### src/rtl/lin_hdr_pkg.sv
package lin_hdr_pkg;
  typedef enum logic [1:0] {
    ST_IDLE  = 2'd0,
    ST_BREAK = 2'd1,
    ST_SYNC  = 2'd2,
    ST_HOLD  = 2'd3
  } hdr_state_t;
endpackage

### src/rtl/lin_line_sync.sv
// Brings the asynchronous line into the clock domain and flags its edges.
module lin_line_sync #(
  parameter int STAGES = 2
) (
  input  logic clk,
  input  logic rst,
  input  logic line_i,
  output logic line_s_o,
  output logic edge_o,
  output logic fall_o
);
  logic [STAGES-1:0] sh_q;
  logic              prev_q;

  always_ff @(posedge clk) begin
    if (rst) begin
      sh_q   <= '1;
      prev_q <= 1'b1;
    end else begin
      sh_q   <= {sh_q[STAGES-2:0], line_i};
      prev_q <= sh_q[STAGES-1];
    end
  end

  assign line_s_o = sh_q[STAGES-1];
  assign edge_o   = line_s_o ^ prev_q;
  assign fall_o   = prev_q & ~line_s_o;
endmodule

### src/rtl/lin_brk_det.sv
// Counts low mid-bit samples and judges the run when the line returns high.
module lin_brk_det #(
  parameter int MIN_LOW = 11,
  parameter int RUN_W   = 5
) (
  input  logic clk,
  input  logic rst,
  input  logic active_i,
  input  logic tick_i,
  input  logic sample_i,
  output logic ok_o,
  output logic err_o
);
  localparam logic [RUN_W-1:0] THRESH = RUN_W'(MIN_LOW);

  logic [RUN_W-1:0] run_q;

  always_ff @(posedge clk) begin
    if (rst || !active_i) begin
      run_q <= '0;
      ok_o  <= 1'b0;
      err_o <= 1'b0;
    end else begin
      ok_o  <= 1'b0;
      err_o <= 1'b0;
      if (tick_i) begin
        if (!sample_i) begin
          if (run_q != '1) run_q <= run_q + 1'b1;
        end else if (run_q != '0) begin
          if (run_q >= THRESH) ok_o <= 1'b1;
          else                 err_o <= 1'b1;
          run_q <= '0;
        end
      end
    end
  end
endmodule

### src/rtl/lin_sync_cap.sv
// Free-running capture counter, edge timestamps and data shift of the sync byte.
module lin_sync_cap #(
  parameter int CW    = 16,
  parameter int NEDGE = 5,
  parameter int DBITS = 8
) (
  input  logic                clk,
  input  logic                rst,
  input  logic                clr_i,
  input  logic                active_i,
  input  logic                tick_i,
  input  logic                sample_i,
  input  logic                fall_i,
  output logic [NEDGE*CW-1:0] cap_flat_o,
  output logic [CW-1:0]       width_o,
  output logic [DBITS-1:0]    byte_o,
  output logic                wrap_o,
  output logic                done_o
);
  localparam int IW    = $clog2(NEDGE + 1);
  localparam int BW    = $clog2(DBITS + 1);
  localparam int SHIFT = $clog2(DBITS);

  logic [CW-1:0]    cnt_q;
  logic [CW-1:0]    cap_q [NEDGE];
  logic [IW-1:0]    idx_q;
  logic [BW-1:0]    bits_q;
  logic             started_q;
  logic [DBITS-1:0] shreg_q;
  logic [CW-1:0]    span;

  always_ff @(posedge clk) begin
    if (rst) cnt_q <= '0;
    else     cnt_q <= cnt_q + 1'b1;
  end

  for (genvar k = 0; k < NEDGE; k++) begin : g_slot
    always_ff @(posedge clk) begin
      if (rst)
        cap_q[k] <= '0;
      else if (!clr_i && active_i && fall_i && idx_q == IW'(k))
        cap_q[k] <= cnt_q;
    end
    assign cap_flat_o[k*CW +: CW] = cap_q[k];
  end

  assign span = cap_q[NEDGE-1] - cap_q[0];

  always_ff @(posedge clk) begin
    if (rst) begin
      idx_q     <= '0;
      bits_q    <= '0;
      started_q <= 1'b0;
      shreg_q   <= '1;
      wrap_o    <= 1'b0;
      width_o   <= '0;
      done_o    <= 1'b0;
    end else begin
      done_o <= 1'b0;
      if (clr_i) begin
        idx_q     <= '0;
        bits_q    <= '0;
        started_q <= 1'b0;
        shreg_q   <= '1;
        wrap_o    <= 1'b0;
      end else if (active_i) begin
        if (fall_i && idx_q < IW'(NEDGE)) idx_q <= idx_q + 1'b1;
        if (cnt_q == '1 && idx_q != '0 && idx_q < IW'(NEDGE)) wrap_o <= 1'b1;
        if (tick_i) begin
          if (!started_q) begin
            if (!sample_i) started_q <= 1'b1;
          end else if (bits_q < BW'(DBITS)) begin
            shreg_q <= {sample_i, shreg_q[DBITS-1:1]};
            bits_q  <= bits_q + 1'b1;
            if (bits_q == BW'(DBITS - 1)) begin
              done_o  <= 1'b1;
              width_o <= span >> SHIFT;
            end
          end
        end
      end
    end
  end

  assign byte_o = shreg_q;
endmodule

### src/rtl/lin_hdr_rx.sv
module lin_hdr_rx #(
  parameter int CW      = 16,
  parameter int NEDGE   = 5,
  parameter int DBITS   = 8,
  parameter int MIN_LOW = 11,
  parameter int RUN_W   = 5,
  parameter int SYNC_FF = 2
) (
  input  logic                clk,
  input  logic                rst,
  input  logic                en_i,
  input  logic                rearm_i,
  input  logic                line_i,
  input  logic                tick_i,
  output logic                brk_done_o,
  output logic                brk_err_o,
  output logic                brk_mode_o,
  output logic                sync_valid_o,
  output logic [CW-1:0]       sync_width_o,
  output logic [DBITS-1:0]    sync_byte_o,
  output logic [NEDGE*CW-1:0] cap_ts_o,
  output logic                wrap_o
);
  import lin_hdr_pkg::*;

  hdr_state_t state_q, state_d;
  logic line_s, edge_s, fall_s;
  logic brk_ok, brk_err, cap_done;

  lin_line_sync #(.STAGES(SYNC_FF)) u_sync (
    .clk(clk), .rst(rst), .line_i(line_i),
    .line_s_o(line_s), .edge_o(edge_s), .fall_o(fall_s)
  );

  lin_brk_det #(.MIN_LOW(MIN_LOW), .RUN_W(RUN_W)) u_brk (
    .clk(clk), .rst(rst), .active_i(state_q == ST_BREAK),
    .tick_i(tick_i), .sample_i(line_s), .ok_o(brk_ok), .err_o(brk_err)
  );

  lin_sync_cap #(.CW(CW), .NEDGE(NEDGE), .DBITS(DBITS)) u_cap (
    .clk(clk), .rst(rst),
    .clr_i(state_q == ST_BREAK || state_q == ST_IDLE),
    .active_i(state_q == ST_SYNC), .tick_i(tick_i), .sample_i(line_s),
    .fall_i(fall_s), .cap_flat_o(cap_ts_o), .width_o(sync_width_o),
    .byte_o(sync_byte_o), .wrap_o(wrap_o), .done_o(cap_done)
  );

  always_comb begin
    state_d = state_q;
    unique case (state_q)
      ST_IDLE:  if (rearm_i || edge_s) state_d = ST_BREAK;
      ST_BREAK: if (brk_ok)            state_d = ST_SYNC;
      ST_SYNC:  if (rearm_i)           state_d = ST_BREAK;
                else if (cap_done)     state_d = ST_HOLD;
      ST_HOLD:  if (rearm_i)           state_d = ST_BREAK;
      default:                         state_d = ST_IDLE;
    endcase
    if (!en_i) state_d = ST_IDLE;
  end

  always_ff @(posedge clk) begin
    if (rst) state_q <= ST_IDLE;
    else     state_q <= state_d;
  end

  assign brk_done_o   = brk_ok;
  assign brk_err_o    = brk_err;
  assign brk_mode_o   = (state_q == ST_BREAK);
  assign sync_valid_o = (state_q == ST_HOLD);
endmodule

### config.mk
export PLATFORM = sky130hd
export DESIGN_NAME = lin_hdr_rx
export DESIGN_NICKNAME = d
export VERILOG_FILES = /design/src/rtl/lin_hdr_pkg.sv /design/src/rtl/lin_line_sync.sv /design/src/rtl/lin_brk_det.sv /design/src/rtl/lin_sync_cap.sv /design/src/rtl/lin_hdr_rx.sv
export SDC_FILE = /design/constraint.sdc
export NUM_CORES = 1
export LEC_CHECK = 0
export BUFFER_PORTS_ARGS = -buffer_cell sky130_fd_sc_hd__buf_4
export CAP_MARGIN = 20
export CORE_UTILIZATION = 32
export CTS_BUF_LIST = sky130_fd_sc_hd__clkbuf_16
export DETAILED_ROUTE_END_ITERATION = 7
export PLACE_DENSITY_LB_ADDON = 0.15
export SYNTH_ARGS = -nofsm -noshare
export SYNTH_HDL_FRONTEND = slang
export SYNTH_SLANG_ARGS = --single-unit
### constraint.sdc
create_clock -name clk -period 3.2 [get_ports clk]
set_input_delay 0.48 -clock clk [delete_from_list [all_inputs] [get_ports clk]]
set_output_delay 0.48 -clock clk [all_outputs]
set_load 0.03 [all_outputs]
* After elaboration in Yosys (flattened, before gate mapping)
Memories as Yosys holds them, arrays and structs flattened.
Index checks and enable logic that the tools add are counted.
** Storage, ports and cells
- Memories kept :: 1
- Register bits after elaboration :: 59
- Output and inout port bits :: 109
- Input port bits :: 6
- Memory bits (writable) :: 80
- Word-level logic and storage cells :: 120
** Memories
- u_cap.cap_q :: words 5, width 16, read ports 5, clocked after memory_dff 0, write ports 5, RTL line lin_sync_cap.sv:25 : logic [CW-1:0] cap_q [NEDGE];
** Operators by class
- Add/sub/neg operators :: 5
- Bitwise gates (word level) :: 15
- Mux-type cells :: 36
- Equality and inequality tests :: 15
- $lt $le $gt $ge :: 3
- Reduce and logical (&&, ||, !) cells :: 31
** Operator list (number)
- $mux 16 :: 5
- $mux 1 :: 22
- $add 16x1->16 const B :: 1
- $eq 16x16->1 const B :: 1
- $sub 16x16->16 :: 1
- $mux 5 :: 3
- $logic_and 1x1->1 :: 10
- $mux 2 :: 5
- $not 1->1 :: 8
- $pmux 2 s4 :: 1
- $reduce_and 4->1 :: 2
- $eq 3x2->1 const B :: 2
- $reduce_and 2->1 :: 3
- $reduce_and 6->1 :: 1
- $reduce_or 6->1 :: 1
- $add 5x1->5 const B :: 1
- $ge 5x4->1 const B :: 1
- $ne 5x5->1 const B :: 1
- $or 1x1->1 :: 5
- $reduce_bool 5->1 :: 1
- $add 4x1->4 const B :: 1
- $eq 2x2->1 const B :: 2
- $eq 4x3->1 const B :: 1
- $lt 4x4->1 const B :: 1
- other kinds (19) :: 25

* Depth between registers and ports, before layout
- Word-level depth :: 10
- Mapped depth :: 9
- Depth with buffers taken out :: 8

* Cells and area by module
A second synthesis with hierarchy kept.
** Second synthesis, totals
- Cell total of the unflattened synthesis :: 584
- Area total of the unflattened synthesis :: 6327.3 sq um
** Modules (own cells, without submodules)
- lin_sync_cap :: times used 1, area an instance 5634.2 sq um, cells each 510, seq. area each 3343.2 sq um
- lin_brk_det :: times used 1, area an instance 387.9 sq um, cells each 41, seq. area each 140.1 sq um
- lin_hdr_rx :: times used 1, area an instance 206.4 sq um, cells each 24, seq. area each 40.0 sq um
- lin_line_sync :: times used 1, area an instance 98.8 sq um, cells each 9, seq. area each 60.1 sq um

* Least setup slack after synthesis
No wires, ideal clock.
- Path kind :: register -> register
- Start point :: register u_sync.sh_q[1]
- End point :: memory u_cap.cap_q[0][0], enable pin
- Path buffers :: 0
- Stages on the path, launching flop included :: 5
- Library setup time :: 411 ps
- Required time :: 2789 ps
- Clock period less this slack :: 2352 ps
- Arrival time :: 1941 ps
- Slack :: 848 ps
- Cells stage by stage :: dfxtp_1 inv_1 ha_1 nand2_1 o21ai_0
** RTL lines
- start: declaration :: RTL line lin_line_sync.sv:12 : logic [STAGES-1:0] sh_q;
- start signal: assignment :: RTL line lin_line_sync.sv:20 : sh_q <= {sh_q[STAGES-2:0], line_i};
- end: declaration :: RTL line lin_sync_cap.sv:25

* Final worst setup path
- Start point :: register state_q[0]
- End point :: register u_cap.width_o[11]
** On the way
- Word-level cells in the longest chain between the ends :: 4
- Elaborated cells on any way between the ends :: 6
- Classes of those cells :: eq/ne: 2; bitwise: 1; reduce/logical: 3
** RTL lines
- start: declaration :: RTL line lin_hdr_rx.sv:26 : hdr_state_t state_q, state_d;
- start signal: assignment :: RTL line lin_hdr_rx.sv:63 : else state_q <= state_d;
- $eq 2x1->1 / $logic_not 2->1 (equally long branches) :: RTL line lin_hdr_rx.sv:42 : .clr_i(state_q == ST_BREAK || state_q == ST_IDLE),
- $logic_or 1x1->1 :: RTL line lin_hdr_rx.sv:42
- $not 1->1 (no line)
- $reduce_and 6->1 (no line) *
- end signal: assignment :: RTL line lin_sync_cap.sv:77 : width_o <= span >> SHIFT;
- end: declaration :: RTL line lin_sync_cap.sv:15 : output logic [CW-1:0] width_o,
Every way passes the cells marked *; elsewhere a longest branch is shown, timed or not.
A chain may end at the register's enable or synchronous reset.

==> run_results.csv <==
group,metric,value,unit
run_status,status,"complete, no violations",
finish,num-fill-cells,1805,
pwr,ir_worst_vdd,384,uV
worst_setup_path,crit_type,"flop to flop",
worst_setup_path,critPathArrivalTime,2.58,ns
synthesis,synth_most_common_cell,"and2_1",
worst_setup_path,worst_r2r_startpoint,"state_q[0]",
synthesis,synth_area_leaders,"edfxtp_1, dfxtp_1, and2_1",
worst_setup_path,cp_max_fo,13,
sta,max_slew_margin,43.7,%
synthesis,syn_inst,556,
worst_setup_path,timing.critical_path.to_type,"flop",
floorplanning,num_rows,50,
synthesis,async_flop_share,0,%
global_route,gr-total-overflow,0,
worst_setup_path,startpoint_type,"flop",
placement,dpl_cell_area,7320,um^2
cts,max-clock-path-buffers,2,
global_route,grt_max_degree,37,
worst_setup_path,crit_required,3.48,ns
finish,drive_gt1_share,23.8,%
cts,ctsHoldBuffers,0,
floorplanning,ioPinCount,115,
cts,clk_pin_slew,0.06,ns
synthesis,synthesis.area,6190,um^2
sta,max_freq,435,MHz
job,drv_cap,0,
drt,vias,4312,
synthesis,synth_ff_type,"edfxtp_1",
drt,vias_per_cell,4.54,
cts,post_cts_buffers,0,
cts,insertion_delay,0.42,ns
synthesis,yosys_warnings,0,
placement,io_buffer_count,111,
drt,wl_per_cell,15.0,um
global_route,grt_pass1_wl,22700,um
synthesis,yosysTopAreaCell,"edfxtp_1",
drt,detail-route-antenna-nets,0,
cts,root_buffer,"clkbuf_16",
placement,dp_hpwl,10400,um
cts,cts_made_buffers,17,
sta,rsz0062_at_grt,"no",
sta,finClkSkew,0.0113,ns
synthesis,netlist_top_cells_count,"and2_1, edfxtp_1, dfxtp_1, nand2_1, nor2_1",
finish,num_antenna_cells,0,
floorplanning,die_w,141,um
global_route,grt_pass1_vias,4182,
placement,gp_congestion,0.862,
floorplanning,core_area,18800,um^2
drt,routed_wl,14200,um
min_path,hold_class,"primary input to flop",
drt,drt_iter0_drc,171,
sta,post-route-period-util,71.9,%
floorplanning,start_util,32.9,%
synthesis,synth.distinct_cells,57,
sta,tightest_slew,0.841,ns
pwr,total_leakage_power,3.26,nW
floorplanning,die_y,141,um
pwr,powerDensity,539,nW/um^2
sta,hold_viol,0,
synthesis,ys_seq_area_share,57.9,%
sta,tns,0,ns
synthesis,synth_top_area_share,38.8,%
global_route,antenna_found_initial,0,
drt,drc,0,
finish,nets,713,
cts,htree_num_levels,4,
floorplanning,die_area,19900,um^2
sta,drv_slew,0,
worst_setup_path,worstSetupStartpoint,"state_q[0]",
cts,tritoncts,"built",
cts,ctsResizeCount,0,
global_route,grt_usage,15.1,%
drt,drtPass1Iterations,4,
finish,final_area,7920,um^2
min_path,holdCritStartpoint,"line_i",
sta,min_period,2.30,ns
synthesis,syn_avg_cell_area,11.1,um^2
synthesis,synth_edf_count,80,
synthesis,yosys_register_bits,139,
cts,clock_sinks,139,
finish,layout-area-overhead-vs-synth,28.0,%
sta,setup_viol,0,
## cell families (layout without fill, tap and decap cells)
| logic type | count (synthesis) | in the layout | synth area share [%] |
|---|---|---|---|
| compound gates | 62 | 62 | 7.22 |
| xor+xnor | 26 | 26 | 3.68 |
| fa+ha+maj | 31 | 31 | 6.27 |
| buf+inv | 47 | 178 | 3.11 |
| flops | 139 | 139 | 57.9 |
| mux | 3 | 3 | 0.485 |
| other cells | 1 | 3 | 0.0606 |
| simple gates | 247 | 247 | 21.2 |
## sequential cells by signal, indices dropped and copies added (netlist names)
name             count
u_cap.wrap_o         1
u_cap.byte_o         8
u_cap.width_o       13
u_cap.started_q      1
u_cap.cnt_q         16
u_brk.ok_o           1
u_cap.idx_q          3
state_q              2
u_cap.bits_q         4
u_brk.run_q          5
u_brk.err_o          1
u_sync.prev_q        1
u_sync.sh_q          2
u_cap.cap_q         80
u_cap.done_o         1
## area by class of cell
class | count | area (um^2) | area share (%)
inverters | 27 | 101 | 1.28
flip-flops and latches | 139 | 3580 | 45.2
multi-input cells | 372 | 2420 | 30.5
repair buffers | 119 | 893 | 11.3
well taps | 260 | 325 | 4.11
clock inverters | 15 | 174 | 2.20
clock buffers | 17 | 425 | 5.37
## per-layer routing
metal / up-vias / GRT usage [%] / part of all wire, %
li1: 2161 / - / -
met1: 2018 / 18.4 / 46
met2: 112 / 23.7 / 44
met3: 21 / 5.94 / 7.4
met4: 0 / 6.12 / 1.8
met5: - / 0 / 0
## report_power, final
| part | internal, mW | switching (mW) | total, mW | leakage (nW) |
|---|---|---|---|---|
| registers | 1.93 | 0.0276 | 1.95 | 1.30 |
| logic | 0.110 | 0.206 | 0.315 | 1.69 |
| clock network | 1.22 | 0.774 | 2.00 | 0.279 |
| total | 3.26 | 1.01 | 4.27 | 3.26 |
## metrics by stage
| step | worst slack (ns) | utilization (%) | power (mW) | hold WS, ns | cells |
|---|---|---|---|---|---|
| 2_1_floorplan | 0.848 | - | 2.20 | 0.389 | 558 |
| 3_3_place_gp | 1.03 | 38.9 | 2.31 | 0.397 | 917 |
| 3_5_place_dp | 0.923 | 38.9 | 2.31 | 0.407 | 917 |
| 4_1_cts | 0.919 | 42.1 | 4.31 | 0.226 | 949 |
| 5_1_grt | 0.682 | 42.1 | 4.41 | 0.229 | 949 |
| 6_report | 0.899 | 42.1 | 4.27 | 0.243 | 949 |
## layout by cell type (no fill, tap or decap), types with 18 or more instances in the layout
cell type	count
nand2_1	49
buf_4	119
nor2_1	40
and2_1	83
ha_1	31
a21oi_1	18
dfxtp_1	59
edfxtp_1	80
inv_1	27
nand3_1	25
## final timing paths
check	end	slack, ns	cells after the start
worst min register to register	u_sync.sh_q[1]	0.42	1
worst min-delay path	u_sync.sh_q[0]	0.24	2
worst max-delay path	u_cap.width_o[11]	0.90	9
worst max register to register	u_cap.width_o[11]	0.90	9
## critical path, cell delays in order (launching register included)
cell	delay, ns
dfxtp_1	0.35
inv_1	0.12
ha_1	0.28
and3_1	0.27
nor2b_1	0.22
nand4_1	0.12
buf_4	0.19
or3_1	0.31
a211oi_1	0.22
a311oi_1	0.08
Note: power is estimated with default switching activity, not from simulation.
